--- config.mk ---
export PLATFORM = sky130hd
export DESIGN_NAME = pkdet_top
export DESIGN_NICKNAME = d
export VERILOG_FILES = /design/src/rtl/pkdet_pkg.sv /design/src/rtl/pkdet_events.sv /design/src/rtl/pkdet_ctrl.sv /design/src/rtl/pkdet_top.sv
export SDC_FILE = /design/constraint.sdc
export NUM_CORES = 1
export LEC_CHECK = 0
export BUFFER_PORTS_ARGS = -buffer_cell sky130_fd_sc_hd__buf_2
export CAP_MARGIN = 20
export CORE_ASPECT_RATIO = 1.1
export CORE_MARGIN = 1
export CORE_UTILIZATION = 55
export DETAILED_ROUTE_END_ITERATION = 7
export PLACE_DENSITY = 0.77
export SYNTH_ARGS = -nofsm -noshare
export SYNTH_HDL_FRONTEND = slang
export SYNTH_SLANG_ARGS = --single-unit
--- constraint.sdc ---
create_clock -name clk -period 5.3 [get_ports clk]
set_input_delay 1.06 -clock clk [delete_from_list [all_inputs] [get_ports clk]]
set_output_delay 1.06 -clock clk [all_outputs]
set_load 0.02 [all_outputs]
--- src/rtl/pkdet_pkg.sv ---
package pkdet_pkg;

  typedef enum logic [1:0] {
    PK_WAIT  = 2'd0,
    PK_TRACK = 2'd1,
    PK_HELD  = 2'd2
  } pk_state_e;

  // a exceeds b by more than margin m (evaluated one bit wider, no wrap)
  function automatic logic exceeds_by(input logic [31:0] a, input logic [31:0] b,
                                      input logic [31:0] m);
    return {1'b0, a} > ({1'b0, b} + {1'b0, m});
  endfunction

  // a lies below b by more than margin m
  function automatic logic drops_by(input logic [31:0] a, input logic [31:0] b,
                                    input logic [31:0] m);
    return ({1'b0, a} + {1'b0, m}) < {1'b0, b};
  endfunction

endpackage

--- src/rtl/pkdet_events.sv ---
module pkdet_events #(
  parameter int SMP_W = 12
) (
  input  logic [SMP_W-1:0] smp,
  input  logic [SMP_W-1:0] ref_val,
  input  logic [SMP_W-1:0] held_amp,
  input  logic [SMP_W-1:0] thr,
  output logic             rise_ev,
  output logic             up_ev,
  output logic             fall_ev,
  output logic             ovl_ev
);
  import pkdet_pkg::*;

  always_comb begin
    rise_ev = exceeds_by(32'(smp), 32'(ref_val), 32'(thr));
    up_ev   = exceeds_by(32'(smp), 32'(ref_val), 32'd0);
    fall_ev = drops_by(32'(smp), 32'(ref_val), 32'(thr));
    ovl_ev  = exceeds_by(32'(smp), 32'(held_amp), 32'(thr));
  end

endmodule

--- src/rtl/pkdet_ctrl.sv ---
module pkdet_ctrl #(
  parameter int SMP_W = 12,
  parameter int TS_W  = 14,
  parameter int CNT_W = 4
) (
  input  logic             clk,
  input  logic             rst_n,
  input  logic             smp_valid,
  input  logic [SMP_W-1:0] smp_data,
  input  logic             mode_smart,
  input  logic [CNT_W-1:0] confirm_cnt,
  input  logic             rd_en,
  input  logic [TS_W-1:0]  ts_now,
  input  logic             rise_ev,
  input  logic             up_ev,
  input  logic             fall_ev,
  input  logic             ovl_ev,
  output logic [SMP_W-1:0] cmp_ref,
  output logic [SMP_W-1:0] pk_amp,
  output logic [TS_W-1:0]  pk_time,
  output logic             pk_ready,
  output logic             pk_overlay
);
  import pkdet_pkg::*;

  localparam int CW1 = CNT_W + 1;

  pk_state_e        state;
  logic [SMP_W-1:0] last_smp, run_max;
  logic [TS_W-1:0]  run_ts;
  logic [CNT_W-1:0] below_cnt;
  logic [CW1-1:0]   need, next_cnt;
  logic             confirm_now;
  logic             start_now, read_now;

  assign cmp_ref   = (state == PK_TRACK) ? run_max : last_smp;
  assign need      = (confirm_cnt == '0) ? CW1'(1) : {1'b0, confirm_cnt};
  assign next_cnt  = {1'b0, below_cnt} + CW1'(1);
  assign start_now = smp_valid && (state == PK_WAIT) && rise_ev;
  assign read_now  = rd_en && (state == PK_HELD);
  assign confirm_now = smp_valid && (state == PK_TRACK) && !up_ev && fall_ev &&
                       (!mode_smart || (next_cnt >= need));
  assign pk_ready  = (state == PK_HELD);

  always_ff @(posedge clk or negedge rst_n) begin
    if (!rst_n) begin
      state      <= PK_WAIT;
      last_smp   <= '0;
      run_max    <= '0;
      run_ts     <= '0;
      below_cnt  <= '0;
      pk_amp     <= '0;
      pk_time    <= '0;
      pk_overlay <= 1'b0;
    end else begin
      if (smp_valid) last_smp <= smp_data;
      unique case (state)
        PK_WAIT: begin
          if (start_now) begin
            state     <= PK_TRACK;
            run_max   <= smp_data;
            run_ts    <= ts_now;
            below_cnt <= '0;
          end
        end
        PK_TRACK: begin
          if (smp_valid) begin
            if (up_ev) begin
              run_max   <= smp_data;
              run_ts    <= ts_now;
              below_cnt <= '0;
            end else if (confirm_now) begin
              state     <= PK_HELD;
              pk_amp    <= run_max;
              pk_time   <= run_ts;
              below_cnt <= '0;
            end else if (fall_ev) begin
              below_cnt <= next_cnt[CNT_W-1:0];
            end else begin
              below_cnt <= '0;
            end
          end
        end
        PK_HELD: begin
          if (read_now) begin
            state      <= PK_WAIT;
            pk_overlay <= 1'b0;
          end else if (smp_valid && ovl_ev) begin
            pk_overlay <= 1'b1;
          end
        end
        default: state <= PK_WAIT;
      endcase
    end
  end

  // a held result does not move until it is read
  a_r7_hold_stable: assert property (@(posedge clk) disable iff (!rst_n)
    (pk_ready && !rd_en) |=> ($stable(pk_amp) && $stable(pk_time)));
  // overlay only exists alongside a held result
  a_r8_overlay_held: assert property (@(posedge clk) disable iff (!rst_n)
    pk_overlay |-> pk_ready);
  // read releases the result and clears the overlay
  a_r9_read_clears: assert property (@(posedge clk) disable iff (!rst_n)
    (pk_ready && rd_en) |=> (!pk_ready && !pk_overlay));
  // a result only appears after a sample clearing the falling margin
  a_r3_fall_before_ready: assert property (@(posedge clk) disable iff (!rst_n)
    $rose(pk_ready) |-> ($past(fall_ev) && $past(smp_valid)));
  // a pulse starts only on a sample clearing the rising margin
  a_r2_start_margin: assert property (@(posedge clk) disable iff (!rst_n)
    (state == PK_WAIT && !(smp_valid && rise_ev)) |=> (state == PK_WAIT));

endmodule

--- src/rtl/pkdet_top.sv ---
module pkdet_top #(
  parameter int SMP_W = 12,
  parameter int TS_W  = 14,
  parameter int CNT_W = 4
) (
  input  logic             clk,
  input  logic             rst_n,
  input  logic             smp_valid,
  input  logic [SMP_W-1:0] smp_data,
  input  logic             mode_smart,
  input  logic [SMP_W-1:0] noise_thr,
  input  logic [CNT_W-1:0] confirm_cnt,
  input  logic             rd_en,
  input  logic [TS_W-1:0]  ts_now,
  output logic [SMP_W-1:0] pk_amp,
  output logic [TS_W-1:0]  pk_time,
  output logic             pk_ready,
  output logic             pk_overlay
);

  logic [SMP_W-1:0] cmp_ref;
  logic             rise_ev, up_ev, fall_ev, ovl_ev;

  pkdet_events #(.SMP_W(SMP_W)) u_events (
    .smp      (smp_data),
    .ref_val  (cmp_ref),
    .held_amp (pk_amp),
    .thr      (noise_thr),
    .rise_ev  (rise_ev),
    .up_ev    (up_ev),
    .fall_ev  (fall_ev),
    .ovl_ev   (ovl_ev)
  );

  pkdet_ctrl #(.SMP_W(SMP_W), .TS_W(TS_W), .CNT_W(CNT_W)) u_ctrl (
    .clk         (clk),
    .rst_n       (rst_n),
    .smp_valid   (smp_valid),
    .smp_data    (smp_data),
    .mode_smart  (mode_smart),
    .confirm_cnt (confirm_cnt),
    .rd_en       (rd_en),
    .ts_now      (ts_now),
    .rise_ev     (rise_ev),
    .up_ev       (up_ev),
    .fall_ev     (fall_ev),
    .ovl_ev      (ovl_ev),
    .cmp_ref     (cmp_ref),
    .pk_amp      (pk_amp),
    .pk_time     (pk_time),
    .pk_ready    (pk_ready),
    .pk_overlay  (pk_overlay)
  );

endmodule

==> out/metrics.cfg <==
[yosys]
ys_ff_latch=71
synth_ff_type=dfrtp_1
synth_seq_area_share_pct=31.85
syn_inst=539
avgSynthCellArea_um2=10.35
syn-cell-area_mm2=0.005579
synth_enable_flop_cells=0
synth_cell_types=53
yosys_warnings=0
async_reset_ff_share_pct=100.0
synth_nets=679

[status]
violations=design-rule violations
outcome=complete, but fails checks

[sta]
hold_viol=0
setup_viol=0
finalCriticalPeriod_ns=4.856
setup_tns_ns=0
timing.final.crit_share_pct=91.62
maxSlewHeadroom_pct=39.99
max_freq_mhz=205.9
clock_skew_ns=0.01331
rsz0062_at_grt=no
holdWs_ns=0.4997
worst_slew_pin_slew_ns=0.9002
slew_viol_final=0

[clocking]
path_clk_slew_ns=0.08
hold_buffers=0
clk-insertion-delay-late_ns=0.38
cts.sinks=71
cts_tree=built
cts_root_buffer=clkbuf_8
htreeDepth=3
cts_resized=0
cts_buffer_depth=2
cts_setup_buffers=0
cts_made_buffers=9

[routing]
vias=4476
final_antenna_net_count=0
drc=1
first_pass_iters=7
post_drt_wl_per_cell_um=17.75
drt_iter0_markers=275
route.final.wire_length_mm=13.30
via_per_inst=5.976

[global_routing]
met1_usage_pct=33.54
antenna_found_initial=0
grt_pass1_vias=4623
grt_start_max_net_pins=72
grt-ovfl-total=0
grt_usage_pct=27.22
grt_pass1_wl_mm=22.07
use_met3_pct=5.714
use_met2_pct=46.03
grt.busiest_layer=met2

[final_layout]
final_nets=764
design_area_mm2=0.006355
syn_to_final_growth_pct=13.90
post-route-util_pct=64.57
diodes=0
drive_above_1_share_pct=27.03

[min_path]
hp-start=u_ctrl.pk_overlay
min_path_cells=2
holdPathEnd=u_ctrl.pk_overlay
min_path_type=reg -> reg

[placed_design]
place_area_mm2=0.006143
dp_hpwl_mm=10.31
io_buffers=74
gp_congestion=0.9240

[critical_path]
worstPathRequired_ns=5.56
reg2reg_slack_ns=0.44
reg2regPathDepth=22
reg2reg_to=u_ctrl.run_ts[5]
cp-end-kind=flop
critPathMaxFanout=15
cp.arrival_ns=5.12
startpoint_type=flop
path_class=reg -> reg
reg2reg_from=u_ctrl.state[0]

[power_and_ir_drop]
ir_drop_v=0.0003293
power_mw=3.802
p_comb_share_pct=63.6
p_leak_nw=3.256
pwr-share-seq_pct=23.8
switching_share_pct=43.74
clkPwrFrac_pct=12.5
internal-power_mw=2.139
p_switching_mw=1.663
p_per_area_mw_per_mm2=598.3

[floorplan]
dieWidth_um=98.03
top_level_ports=75
rows=38
die_area_mm2=0.01055
start_util_pct=56.69
core_mm2=0.009842
die_y_um=107.6

[flow_run]
cap_viol_max_count=0

[per-stage QoR]
step	std cells	setup slack (ns)
final	749	0.4443
after global placement	733	0.2627
after global routing	749	0.03459
after detailed placement	733	0.1859
after floorplan	539	0.6790
after CTS	749	0.4596
[registers in the layout, summed over array words and instances, names as in the netlist]
| signal | cells |
|---|---|
| u_ctrl.run_ts | 14 |
| u_ctrl.run_max | 12 |
| u_ctrl.below_cnt | 4 |
| u_ctrl.state | 2 |
| u_ctrl.pk_time | 14 |
| u_ctrl.pk_overlay | 1 |
| u_ctrl.pk_amp | 12 |
| u_ctrl.last_smp | 12 |
[worst max-delay path by stage]
stage	slack, ns	depth (start not counted)	end	from
2_1_floorplan	0.68	19	u_ctrl.run_max[0]	noise_thr[1]
3_3_place_gp	0.26	20	u_ctrl.run_ts[7]	noise_thr[1]
3_5_place_dp	0.19	20	u_ctrl.run_ts[5]	noise_thr[1]
4_1_cts	0.46	22	u_ctrl.run_ts[5]	u_ctrl.state[0]
5_1_grt	0.03	22	u_ctrl.run_ts[5]	u_ctrl.state[0]
6_report	0.44	22	u_ctrl.run_ts[5]	u_ctrl.state[0]
[Yosys cell counts (4+ instances only)]
master	instances	area share (%)
ha_1	90	20
dfrtp_1	71	32
nand2_1	46	3.1
mux2_2	43	8.7
inv_1	33	2.2
a21oi_1	31	2.8
mux2_4	20	5.4
o21ai_0	20	1.8
nor2_1	18	1.2
xnor2_1	18	2.8
a21o_1	15	2.0
nor2b_1	14	1.6
xor2_1	12	1.9
nand3_1	10	0.90
o21bai_1	9	1.2
nor3_1	7	0.63
nand4_1	6	0.67
o211ai_1	5	0.67
a211oi_1	4	0.54
and3_1	4	0.45
nand2b_1	4	0.45
o21a_1	4	0.54
[placed cells by master, fill, tap and decap left out, types with 15 or more instances in the layout]
cell type and instances:
ha_1 90, nor2_1 18, a21oi_1 31, a21o_1 15, dfrtp_1 71, mux2_4 20, o21ai_0 20, mux2_2 43
inv_1 33, nand2_1 46, xnor2_1 18, buf_2 73
[final cells by class]
type                            count  area (µm²)
Multi-Input combinational cell    426        3631
Fill cell                         778        3487
Sequential cell                    71        1777
Timing Repair Buffer               82       457.9
Tap cell                          120       150.1
Clock buffer                       10       137.6
Inverter                           34       127.6
Clock inverter                      6       73.82
[worst max-delay path, cell delays in order (launching register included)]
cell      delay (ns)
dfrtp_1         0.42
nor2b_1         0.29
buf_4           0.23
nand2_1         0.07
nand2_1         0.09
ha_1            0.27
a21o_1          0.20
a21oi_1         0.19
o21ai_0         0.16
a211oi_1        0.34
o21bai_1        0.11
a21oi_1         0.18
xor2_1          0.17
ha_1            0.26
and3_1          0.20
nand3_1         0.08
o31ai_1         0.06
a311o_1         0.28
a311o_1         0.31
o21ai_2         0.09
o211ai_4        0.21
buf_12          0.23
mux2_4          0.30
[per-layer routing]
metal,wire [µm],vias to the layer above,part of all wire [%]
met5,0,-,0
met2,6364,132,48
met1,5815,2164,44
li1,-,2140,-
met3,687,40,5.2
met4,428,0,3.2
[kinds of logic (layout without fill, tap and decap cells)]
group           Yosys count  in the layout  share of synthesized area (%)
buf+inv                  42            132                          3.162
fa+ha+maj                93             93                          21.26
mux                      64             64                          14.24
xor+xnor                 30             30                          4.710
flops                    71             71                          31.85
simple gates            125            125                          11.08
compound gates          114            114                          13.70
[power groups by stage]
stage | logic [mW] | registers (mW) | clock network (mW)
finish | 2.42 | 0.906 | 0.477
global route | 2.69 | 0.930 | 0.506
CTS | 2.41 | 0.904 | 0.484
detailed placement | 2.38 | 0.914 | 0
global placement | 2.30 | 0.901 | 0
floorplan | 1.68 | 0.986 | 0
No activity file was read; power rests on OpenSTA's default activity.
